==> config.mk <==
export PLATFORM = sky130hd
export DESIGN_NAME = lp_pwm_timer
export DESIGN_NICKNAME = d
export VERILOG_FILES = /design/src/rtl/lpt_pkg.sv /design/src/rtl/lpt_regs.sv /design/src/rtl/lpt_counter.sv /design/src/rtl/lpt_output.sv /design/src/rtl/lp_pwm_timer.sv
export SDC_FILE = /design/constraint.sdc
export NUM_CORES = 1
export LEC_CHECK = 0
export ABC_AREA = 1
export BUFFER_PORTS_ARGS = -buffer_cell sky130_fd_sc_hd__buf_2
export CAP_MARGIN = 20
export CORE_MARGIN = 10
export CORE_UTILIZATION = 40
export CTS_CLUSTER_SIZE = 28
export DETAILED_ROUTE_END_ITERATION = 6
export GPL_TIMING_DRIVEN = 0
export SYNTH_ARGS = -nofsm -noshare
export SYNTH_HDL_FRONTEND = slang
export SYNTH_SLANG_ARGS = --single-unit
==> constraint.sdc <==
create_clock -name clk -period 2.4 [get_ports clk]
set_input_delay 0.24 -clock clk [delete_from_list [all_inputs] [get_ports clk]]
set_output_delay 0.24 -clock clk [all_outputs]
set_load 0.005 [all_outputs]
==> src/rtl/lpt_pkg.sv <==
package lpt_pkg;
  localparam int OFS_CTRL  = 'h00;
  localparam int OFS_CFG   = 'h04;
  localparam int OFS_RLD   = 'h08;
  localparam int OFS_CMP   = 'h0C;
  localparam int OFS_STAT  = 'h10;
  localparam int OFS_CLR   = 'h14;

  localparam int CTRL_EN_BIT    = 0;
  localparam int CTRL_START_BIT = 2;
  localparam int STAT_CMP_BIT   = 0;
  localparam int STAT_RLD_BIT   = 1;

  // clock cycles per counter step for a given prescaler exponent
  function automatic int unsigned step_len(input int unsigned expo);
    return 32'd1 << expo;
  endfunction

  // active decision: strictly above the compare value
  function automatic logic above_cmp(input int unsigned count, input int unsigned cmp);
    return count > cmp;
  endfunction
endpackage

==> src/rtl/lpt_regs.sv <==
module lpt_regs
  import lpt_pkg::*;
#(
  parameter int DATA_W = 32,
  parameter int ADDR_W = 5,
  parameter int CNT_W  = 16,
  parameter int PRE_W  = 3
) (
  input  logic              clk,
  input  logic              rst_n,
  input  logic              bus_wr,
  input  logic [ADDR_W-1:0] bus_addr,
  input  logic [DATA_W-1:0] bus_wdata,
  output logic [DATA_W-1:0] bus_rdata,
  output logic              en,
  output logic              run,
  output logic [PRE_W-1:0]  presc,
  output logic              pol,
  output logic [CNT_W-1:0]  arr_q,
  output logic [CNT_W-1:0]  cmp_q,
  output logic              arr_acc,
  output logic              cmp_acc,
  output logic              arr_ok,
  output logic              cmp_ok,
  output logic              clr_arr,
  output logic              clr_cmp
);
  localparam int POL_BIT = PRE_W;

  logic sel_ctrl, sel_cfg, sel_rld, sel_cmp, sel_clr;
  logic arr_pipe, cmp_pipe;
  logic unused_wdata;

  assign sel_ctrl = bus_wr && (bus_addr == ADDR_W'(OFS_CTRL));
  assign sel_cfg  = bus_wr && (bus_addr == ADDR_W'(OFS_CFG));
  assign sel_rld  = bus_wr && (bus_addr == ADDR_W'(OFS_RLD));
  assign sel_cmp  = bus_wr && (bus_addr == ADDR_W'(OFS_CMP));
  assign sel_clr  = bus_wr && (bus_addr == ADDR_W'(OFS_CLR));

  assign arr_acc  = sel_rld && en;
  assign cmp_acc  = sel_cmp && en;
  assign clr_arr  = sel_clr && bus_wdata[STAT_RLD_BIT];
  assign clr_cmp  = sel_clr && bus_wdata[STAT_CMP_BIT];
  assign unused_wdata = ^bus_wdata[DATA_W-1:CNT_W];

  always_ff @(posedge clk or negedge rst_n) begin
    if (!rst_n) begin
      en <= 1'b0; run <= 1'b0; presc <= '0; pol <= 1'b0;
      arr_q <= '0; cmp_q <= '0;
      arr_pipe <= 1'b0; cmp_pipe <= 1'b0;
      arr_ok <= 1'b0; cmp_ok <= 1'b0;
    end else begin
      if (sel_ctrl) begin
        en  <= bus_wdata[CTRL_EN_BIT];
        run <= bus_wdata[CTRL_EN_BIT] & (bus_wdata[CTRL_START_BIT] | run);
      end
      if (sel_cfg && !en) begin
        presc <= bus_wdata[PRE_W-1:0];
        pol   <= bus_wdata[POL_BIT];
      end
      if (arr_acc) arr_q <= bus_wdata[CNT_W-1:0];
      if (cmp_acc) cmp_q <= bus_wdata[CNT_W-1:0];
      arr_pipe <= arr_acc;
      cmp_pipe <= cmp_acc;
      // a completion in flight wins over a clear in the same cycle
      arr_ok <= arr_pipe | (arr_ok & ~clr_arr);
      cmp_ok <= cmp_pipe | (cmp_ok & ~clr_cmp);
    end
  end

  always_comb begin
    bus_rdata = '0;
    case (bus_addr)
      ADDR_W'(OFS_CTRL): begin
        bus_rdata[CTRL_EN_BIT]    = en;
        bus_rdata[CTRL_START_BIT] = run;
      end
      ADDR_W'(OFS_CFG): begin
        bus_rdata[PRE_W-1:0] = presc;
        bus_rdata[POL_BIT]   = pol;
      end
      ADDR_W'(OFS_RLD): bus_rdata[CNT_W-1:0] = arr_q;
      ADDR_W'(OFS_CMP): bus_rdata[CNT_W-1:0] = cmp_q;
      ADDR_W'(OFS_STAT): begin
        bus_rdata[STAT_RLD_BIT] = arr_ok;
        bus_rdata[STAT_CMP_BIT] = cmp_ok;
      end
      default: bus_rdata = '0;
    endcase
  end
endmodule

==> src/rtl/lpt_counter.sv <==
module lpt_counter
  import lpt_pkg::*;
#(
  parameter int CNT_W = 16,
  parameter int PRE_W = 3
) (
  input  logic             clk,
  input  logic             rst_n,
  input  logic             run,
  input  logic [PRE_W-1:0] presc,
  input  logic [CNT_W-1:0] arr_q,
  input  logic [CNT_W-1:0] cmp_q,
  output logic [CNT_W-1:0] cnt,
  output logic [CNT_W-1:0] arr_act,
  output logic [CNT_W-1:0] cmp_act,
  output logic             tick,
  output logic             wrap
);
  localparam int DIV_W = (1 << PRE_W) - 1;

  logic [DIV_W-1:0] div;
  logic             step_end;

  assign step_end = (div == DIV_W'(step_len(32'(presc)) - 1));
  assign tick     = run && step_end;
  assign wrap     = tick && (cnt >= arr_act);

  always_ff @(posedge clk or negedge rst_n) begin
    if (!rst_n) begin
      div <= '0; cnt <= '0; arr_act <= '0; cmp_act <= '0;
    end else if (!run) begin
      div     <= '0;
      cnt     <= '0;
      arr_act <= arr_q;
      cmp_act <= cmp_q;
    end else begin
      div <= step_end ? '0 : div + DIV_W'(1);
      if (wrap) begin
        cnt     <= '0;
        arr_act <= arr_q;
        cmp_act <= cmp_q;
      end else if (tick) begin
        cnt <= cnt + CNT_W'(1);
      end
    end
  end
endmodule

==> src/rtl/lpt_output.sv <==
module lpt_output
  import lpt_pkg::*;
#(
  parameter int CNT_W = 16
) (
  input  logic             run,
  input  logic             pol,
  input  logic [CNT_W-1:0] cnt,
  input  logic [CNT_W-1:0] cmp_act,
  output logic             active,
  output logic             pwm_out
);
  assign active  = run && above_cmp(32'(cnt), 32'(cmp_act));
  assign pwm_out = active ^ pol;
endmodule

==> src/rtl/lp_pwm_timer.sv <==
module lp_pwm_timer #(
  parameter int DATA_W = 32,
  parameter int ADDR_W = 5,
  parameter int CNT_W  = 16,
  parameter int PRE_W  = 3
) (
  input  logic              clk,
  input  logic              rst_n,
  input  logic              bus_wr,
  input  logic [ADDR_W-1:0] bus_addr,
  input  logic [DATA_W-1:0] bus_wdata,
  output logic [DATA_W-1:0] bus_rdata,
  output logic              pwm_out
);
  logic             en, run, pol;
  logic [PRE_W-1:0] presc;
  logic [CNT_W-1:0] arr_q, cmp_q, arr_act, cmp_act, cnt;
  logic             arr_acc, cmp_acc, arr_ok, cmp_ok, clr_arr, clr_cmp;
  logic             tick, wrap, active;

  lpt_regs #(.DATA_W(DATA_W), .ADDR_W(ADDR_W), .CNT_W(CNT_W), .PRE_W(PRE_W)) regs_i (
    .clk(clk), .rst_n(rst_n), .bus_wr(bus_wr), .bus_addr(bus_addr),
    .bus_wdata(bus_wdata), .bus_rdata(bus_rdata),
    .en(en), .run(run), .presc(presc), .pol(pol), .arr_q(arr_q), .cmp_q(cmp_q),
    .arr_acc(arr_acc), .cmp_acc(cmp_acc), .arr_ok(arr_ok), .cmp_ok(cmp_ok),
    .clr_arr(clr_arr), .clr_cmp(clr_cmp)
  );

  lpt_counter #(.CNT_W(CNT_W), .PRE_W(PRE_W)) cnt_i (
    .clk(clk), .rst_n(rst_n), .run(run), .presc(presc),
    .arr_q(arr_q), .cmp_q(cmp_q), .cnt(cnt), .arr_act(arr_act),
    .cmp_act(cmp_act), .tick(tick), .wrap(wrap)
  );

  lpt_output #(.CNT_W(CNT_W)) out_i (
    .run(run), .pol(pol), .cnt(cnt), .cmp_act(cmp_act),
    .active(active), .pwm_out(pwm_out)
  );
endmodule

# Word-level counts from Yosys, hierarchy flattened
# Cells that the tools add are included.
[word_totals]
register_bits = 97
inputBits = 40
elab_cells = 66
output_inout_bits = 33
[classes]
n_bitwise = 9
n_reduce_logical = 15
n_eq_ne = 8
n_mux = 14
magnitude_cmp = 2
shifts = 1
add_sub_neg = 3
[ops]
columns = ["op", "n"]
rows = [
  ["2-to-1 mux 16 bit", 7],
  ["one-hot mux 12 bit (2 select lines)", 1],
  ["adder 16 x 1 -> 16 bit, second input constant", 1],
  [">= comparator 16 bit", 1],
  ["greater-than comparator 16 bit", 1],
  ["2-to-1 mux 7 bit", 2],
  ["logical AND 1 bit", 13],
  ["== test 5 x 4 -> 1 bit, second input constant", 2],
  ["== test 5 bit, second input constant", 2],
  ["one-hot mux 1 bit (4 select lines)", 2],
  ["adder 7 x 1 -> 7 bit, second input constant", 1],
  ["== test 7 bit", 1],
  ["left shift 1 x 3 -> 7 bit, first input constant", 1],
  ["subtractor 7 x 1 -> 7 bit, second input constant", 1],
  ["== test 5 x 3 -> 1 bit, second input constant", 1],
  ["zero test 5 bit", 1],
  ["one-hot mux 1 bit (5 select lines)", 1],
  ["AND 1 bit", 3],
  ["inequality test 3 x 1 -> 1 bit, second input constant", 1],
  ["OR 1 bit", 3],
  ["one-hot mux 1 bit (3 select lines)", 1],
  ["inequality test 2 x 1 -> 1 bit, second input constant", 1],
  ["inverter 1 bit", 2],
  ["zero test 1 bit", 1],
  ["bitwise XOR 1 bit", 1],
]

# Depth between registers and ports, before layout
[logic_depth]
ltp_word = 7
ltp_mapped = 17
depth_no_buf = 16

# Hierarchy
# Synthesis repeated with hierarchy kept, for this count alone.
[hier_totals]
hier_cells = 774
hier_area_um2 = 6004.5
[modules_own_cells]
columns = ["mod", "n_inst", "seq_area_each_um2", "cells_per_inst", "area_each_um2"]
rows = [
  ["lpt_counter", 1, 1376.3, 435, 3279.4],
  ["lpt_regs", 1, 1051.0, 261, 2262.2],
  ["lpt_output", 1, 0.0, 78, 462.9],
]

# Worst setup path after synthesis
# No wires, ideal clock.
[synth_timing]
path_kind = "register to register"
startpoint = "register regs_i.presc[1]"
endpoint = "register cnt_i.cnt[8]"
path_buffers = 2
setup_ns = 0.119
t_required_ns = 2.281
path_stages_with_launch = 17
path_slack_ns = 0.332
synth_period_minus_slack_ns = 2.068
arrival_time_ns = 1.950
cell_sequence = "dfrtp_1 > buf_4 > inv_1 > nand3_1 > ha_1 > inv_1 > nand2_1 > nand2_1 > nor2_2 > nand3_2 > nor2_4 > nand2_4 > o21ai_4 > inv_2 > buf_2 > nand2_1 > nand2_1"
[synth_via]
elab_chain_cells = 7
word_cells_on_any_way = 8
classes_between = "add/sub (1); eq/ne (2); shift (1); mux (2); reduce/logical (2)"
[synth_rtl]
columns = ["item", "line_no", "text"]
rows = [
  ["start: declaration", "lpt_regs.sv:17", "output logic [PRE_W-1:0] presc,"],
  ["start signal: assignment", "lpt_regs.sv:58", "presc <= bus_wdata[PRE_W-1:0];"],
  ["left shift 1 x 3 -> 7 bit (*)", "lpt_pkg.sv:16", "return 32'd1 << expo;"],
  ["subtractor 7 x 1 -> 7 bit (*)", "lpt_counter.sv:24", "assign step_end = (div == DIV_W'(step_len(32'(presc)) - 1));"],
  ["== test 7 bit (*)", "lpt_counter.sv:24", ""],
  ["logical AND 1 bit (*)", "lpt_counter.sv:25", "assign tick = run && step_end;"],
  ["logical AND 1 bit", "lpt_counter.sv:26", "assign wrap = tick && (cnt >= arr_act);"],
  ["2-to-1 mux 16 bit", "lpt_counter.sv:38", "if (wrap) begin"],
  ["2-to-1 mux 16 bit", "lpt_counter.sv:31", "end else if (!run) begin"],
  ["end signal: assignment", "lpt_counter.sv:43", "cnt <= cnt + CNT_W'(1);"],
  ["end: declaration", "lpt_counter.sv:13", "output logic [CNT_W-1:0] cnt,"],
]
# Every way passes the cells marked *; elsewhere a longest branch is shown, timed or not.
# A chain may end at the register's enable or synchronous reset.

# Final worst setup path
[layout_timing]
startpoint = "register cnt_i.cnt[15]"
endpoint = "output port pwm_out"
[layout_via]
elab_chain_cells = 3
[layout_rtl]
columns = ["item", "line_no", "text"]
rows = [
  ["greater-than comparator 16 bit", "lpt_pkg.sv:21", "return count > cmp;"],
  ["logical AND 1 bit", "lpt_output.sv:13", "assign active = run && above_cmp(32'(cnt), 32'(cmp_act));"],
  ["bitwise XOR 1 bit", "lpt_output.sv:14", "assign pwm_out = active ^ pol;"],
  ["end: declaration", "lp_pwm_timer.sv:13", "output logic pwm_out"],
]
# Every way passes these cells.

==> summary.md <==
| Metric | Value |
|---|---|
| Proportion of layout cells with a drive suffix above 1 | 16.3% |
| XOR/XNOR share of the synthesized area | 2.69% |
| Worst Tran Pin Value | 0.644 ns |
| CP Class | reg2out |
| Gpl congestion | 0.795 |
| Multi-input logic area | 2800 sq um |
| H-tree depth | 3 |
| Fill count | 1462 |
| Crit-path cells | ha_1, nand4_1, a31oi_1, nor2_1, o21ai_2, nand2_1, nand2_1, nand2_1, buf_2 |
| Crit end category | output pin |
| Initial antenna violation count | 0 |
| Crit path DAT | 2.09 ns |
| Warnings from Yosys | 0 |
| Status | finished, final reports clean |
| Area grow syn2layout | 17.0% |
| Post-Synthesis Cells | 738 |
| Largest net degree at the start of global routing | 51 |
| CP Max Fanout | 4 |
| Mux contribution to synthesized area | 0% |
| CTS Buffer Depth | 2 |
| Final setup viols | 0 |
| Synth Register Bits | 97 |
| Max stage delay on crit path | 0.43 ns |
| RSZ-0062 raised after global routing | yes |
| Max Cap Viol | 0 |
| Async S/R FF share, synth | 100% |
| Routed via count | 4802 |
| CP Launch Type | flop |
| Vias in the first global route | 4813 |
| Worst min path class | in2reg |
| Crit-path slowest cell | dfrtp_1 |
| Slew headroom | 57.0% |
| Routed WL | 14.5 mm |
| Most frequent cells in the layout | nand2_1 (194), inv_1 (94), dfrtp_1 (89) |
| TritonCTS clock tree | built |
| Final worst-path cycle share | 97.1% |
| Initial core utilization | 40.6% |
| CTS buffer count | 9 |
| Area share of fa/ha/maj cells after synthesis | 7.48% |
| Minimum clock period | 2.33 ns |
| Prevailing post-synth register cell | dfrtp_1 |
| Critical Path Most Common Cell | nand2_1 |
| Maximum VDD drop | 0.000352 V |
| First DRT Iteration DRCs | 241 |
| Chip width | 141 microns |
| Core ar. | 14400 sq um |
| Clk_skew | 0.00888 ns |
| Overall Power | 5.62 mW |
| Post-synth EDFFs | 0 |
| Clk slew on worst S/H paths | 0.08 ns |
| Largest cells by area after synthesis | dfrtp_1 (41%), nand2_1 (12%), ha_1 (7.5%) |
| Clock root buffer | clkbuf_16 |
| Sequential area share after synthesis | 41.5% |
| Die area | 19900 sq um |
| Grt total ovfl | 0 |
| # diodes | 0 |
| Final hold viol count | 0 |
| Worst hold slack | 0.132 ns |
| GRT Resource Usage Total | 14.9% |
| Largest family of logic cells by synthesized area | simple AND/OR/NAND/NOR gates |
| Sequential Area | 2440 sq um |
| Die H | 141 microns |
| Top cell type's share of synthesized area | 41.5% |
| Leakage | 3.69 nW |
| Post-route antenna net violation count | 0 |
| Number of top-level pins | 73 |
| Setup_tns | 0 ns |
| Most common cell after layout, fill and taps aside | nand2_1 |
| Max Clk Rate | 429 MHz |
| Slew Viols, Final | 0 |
| Vias/cell | 4.77 |
| Crit path required time | 2.16 ns |
| Drt pass-1 iters | 4 |
| Global-route wire length before repair | 24.4 mm |
| Total clock sinks | 97 |
| Cell Area, Synth | 5850 sq um |
| Placed Cells incl. Taps | 978 |
| Clk_lat worst skew | 0.35 ns |
| Mean Syn Cell Area | 7.93 sq um |
| Compound-Gate Fraction of Synth Area | 8.12% |
| # DRC | 0 |
| Cell Rows | 44 |
| Nets | 893 |
| IO buf count | 40 |
| Detailed Place HPWL | 10.9 mm |
| Cell Pwr Density | 821 nW/um^2 |
| Fin cells | 1007 |
| Area leader, netlist | dfrtp_1 |
| Synth Area in Simple Gates | 28.2% |
| Drt wl/cell | 14.4 microns |
| Distinct cell type count after synthesis | 41 |
## report_power, final
| group | internal [mW] | total [mW] | switching, mW |
|---|---|---|---|
| logic | 0.823 | 2.18 | 1.35 |
| registers | 1.83 | 1.99 | 0.163 |
| clock network | 0.737 | 1.45 | 0.712 |
## cells by family after synthesis
group / after synthesis
simple gates: 363
buf+inv: 144
flops: 97
compound gates: 80
fa+ha+maj: 35
xor+xnor: 18
other cells: 1
## synthesized netlist by cell type, types with 4 or more instances
master and count:
nand2_1 194, dfrtp_1 97, inv_1 96, nand3_1 86, o21ai_0 42, ha_1 35, nor2_1 33, nand4_1 27
buf_4 18, xor2_1 15, a21oi_1 13, a22o_1 12, clkbuf_1 10, buf_2 6, nand2_2 5, o21ai_1 5
buf_1 4, buf_12 4, nor3_1 4
## metrics by stage
step | utilization [%] | area (sq um) | worst slack, ns
floorplan | - | 5910 | 0.332
detailed placement | 44.2 | 6370 | 0.0307
global placement | 43.9 | 6340 | 0.0150
global route | 47.5 | 6850 | -0.0210
finish | 47.5 | 6850 | 0.0689
CTS | 46.3 | 6680 | 0.00376
## final timing paths
path                                 start                end  slack [ns]  cells past startpoint
max in group asynchronous            rst_n      cnt_i.cnt[14]        1.25                      3
min in group asynchronous            rst_n       cnt_i.div[5]        0.46                      2
hold / removal                bus_wdata[0]         regs_i.run        0.13                      2
hold reg to reg            regs_i.arr_pipe      regs_i.arr_ok        0.44                      2
setup reg to reg           regs_i.presc[0]  cnt_i.arr_act[13]        0.08                     15
setup / recovery             cnt_i.cnt[15]            pwm_out        0.07                      9
## flip-flops by register name (all words and copies together) (netlist names), 3 cells and up
name	count
cnt_i.arr_act	16
cnt_i.cmp_act	16
cnt_i.cnt	16
regs_i.arr_q	16
regs_i.cmp_q	16
cnt_i.div	7
regs_i.presc	3
## routing by layer
| metal | routed length, microns | track usage, % | up-vias |
|---|---|---|---|
| li1 | - | - | 2529 |
| met1 | 7050 | 20.0 | 2171 |
| met2 | 6730 | 23.9 | 87 |
| met3 | 581 | 2.82 | 15 |
| met4 | 167 | 3.75 | 0 |
| met5 | 0 | 0 | - |
## worst max-delay path: cells and delay by family (launching register included)
kind                       cells  cell delay [ns]
buffers and inverters          1             0.13
DFF                            1             0.43
and+or+nand+nor                5             0.50
adders and majority gates      1             0.35
AOI/OAI and AO/OA              2             0.32
## cell type report
class | instances | area share (%)
Clock inverter | 7 | 1.08
Sequential cell | 97 | 35.6
Buffer | 44 | 5.06
Tap cell | 184 | 3.36
Inverter | 99 | 5.50
Clock buffer | 9 | 3.29
Multi-Input combinational cell | 512 | 40.9
Timing Repair Buffer | 55 | 5.19
## repair_timing
action	4_1_cts	5_1_grt
gates cloned	0	2
endpoints found under the hold margin	47	0
setup buffers	0	11
setup endpoints to repair	1	41
pin swaps	0	8
hold buffers	1	0
resized for setup	3	27
Note: power is estimated with default switching activity, not from simulation.
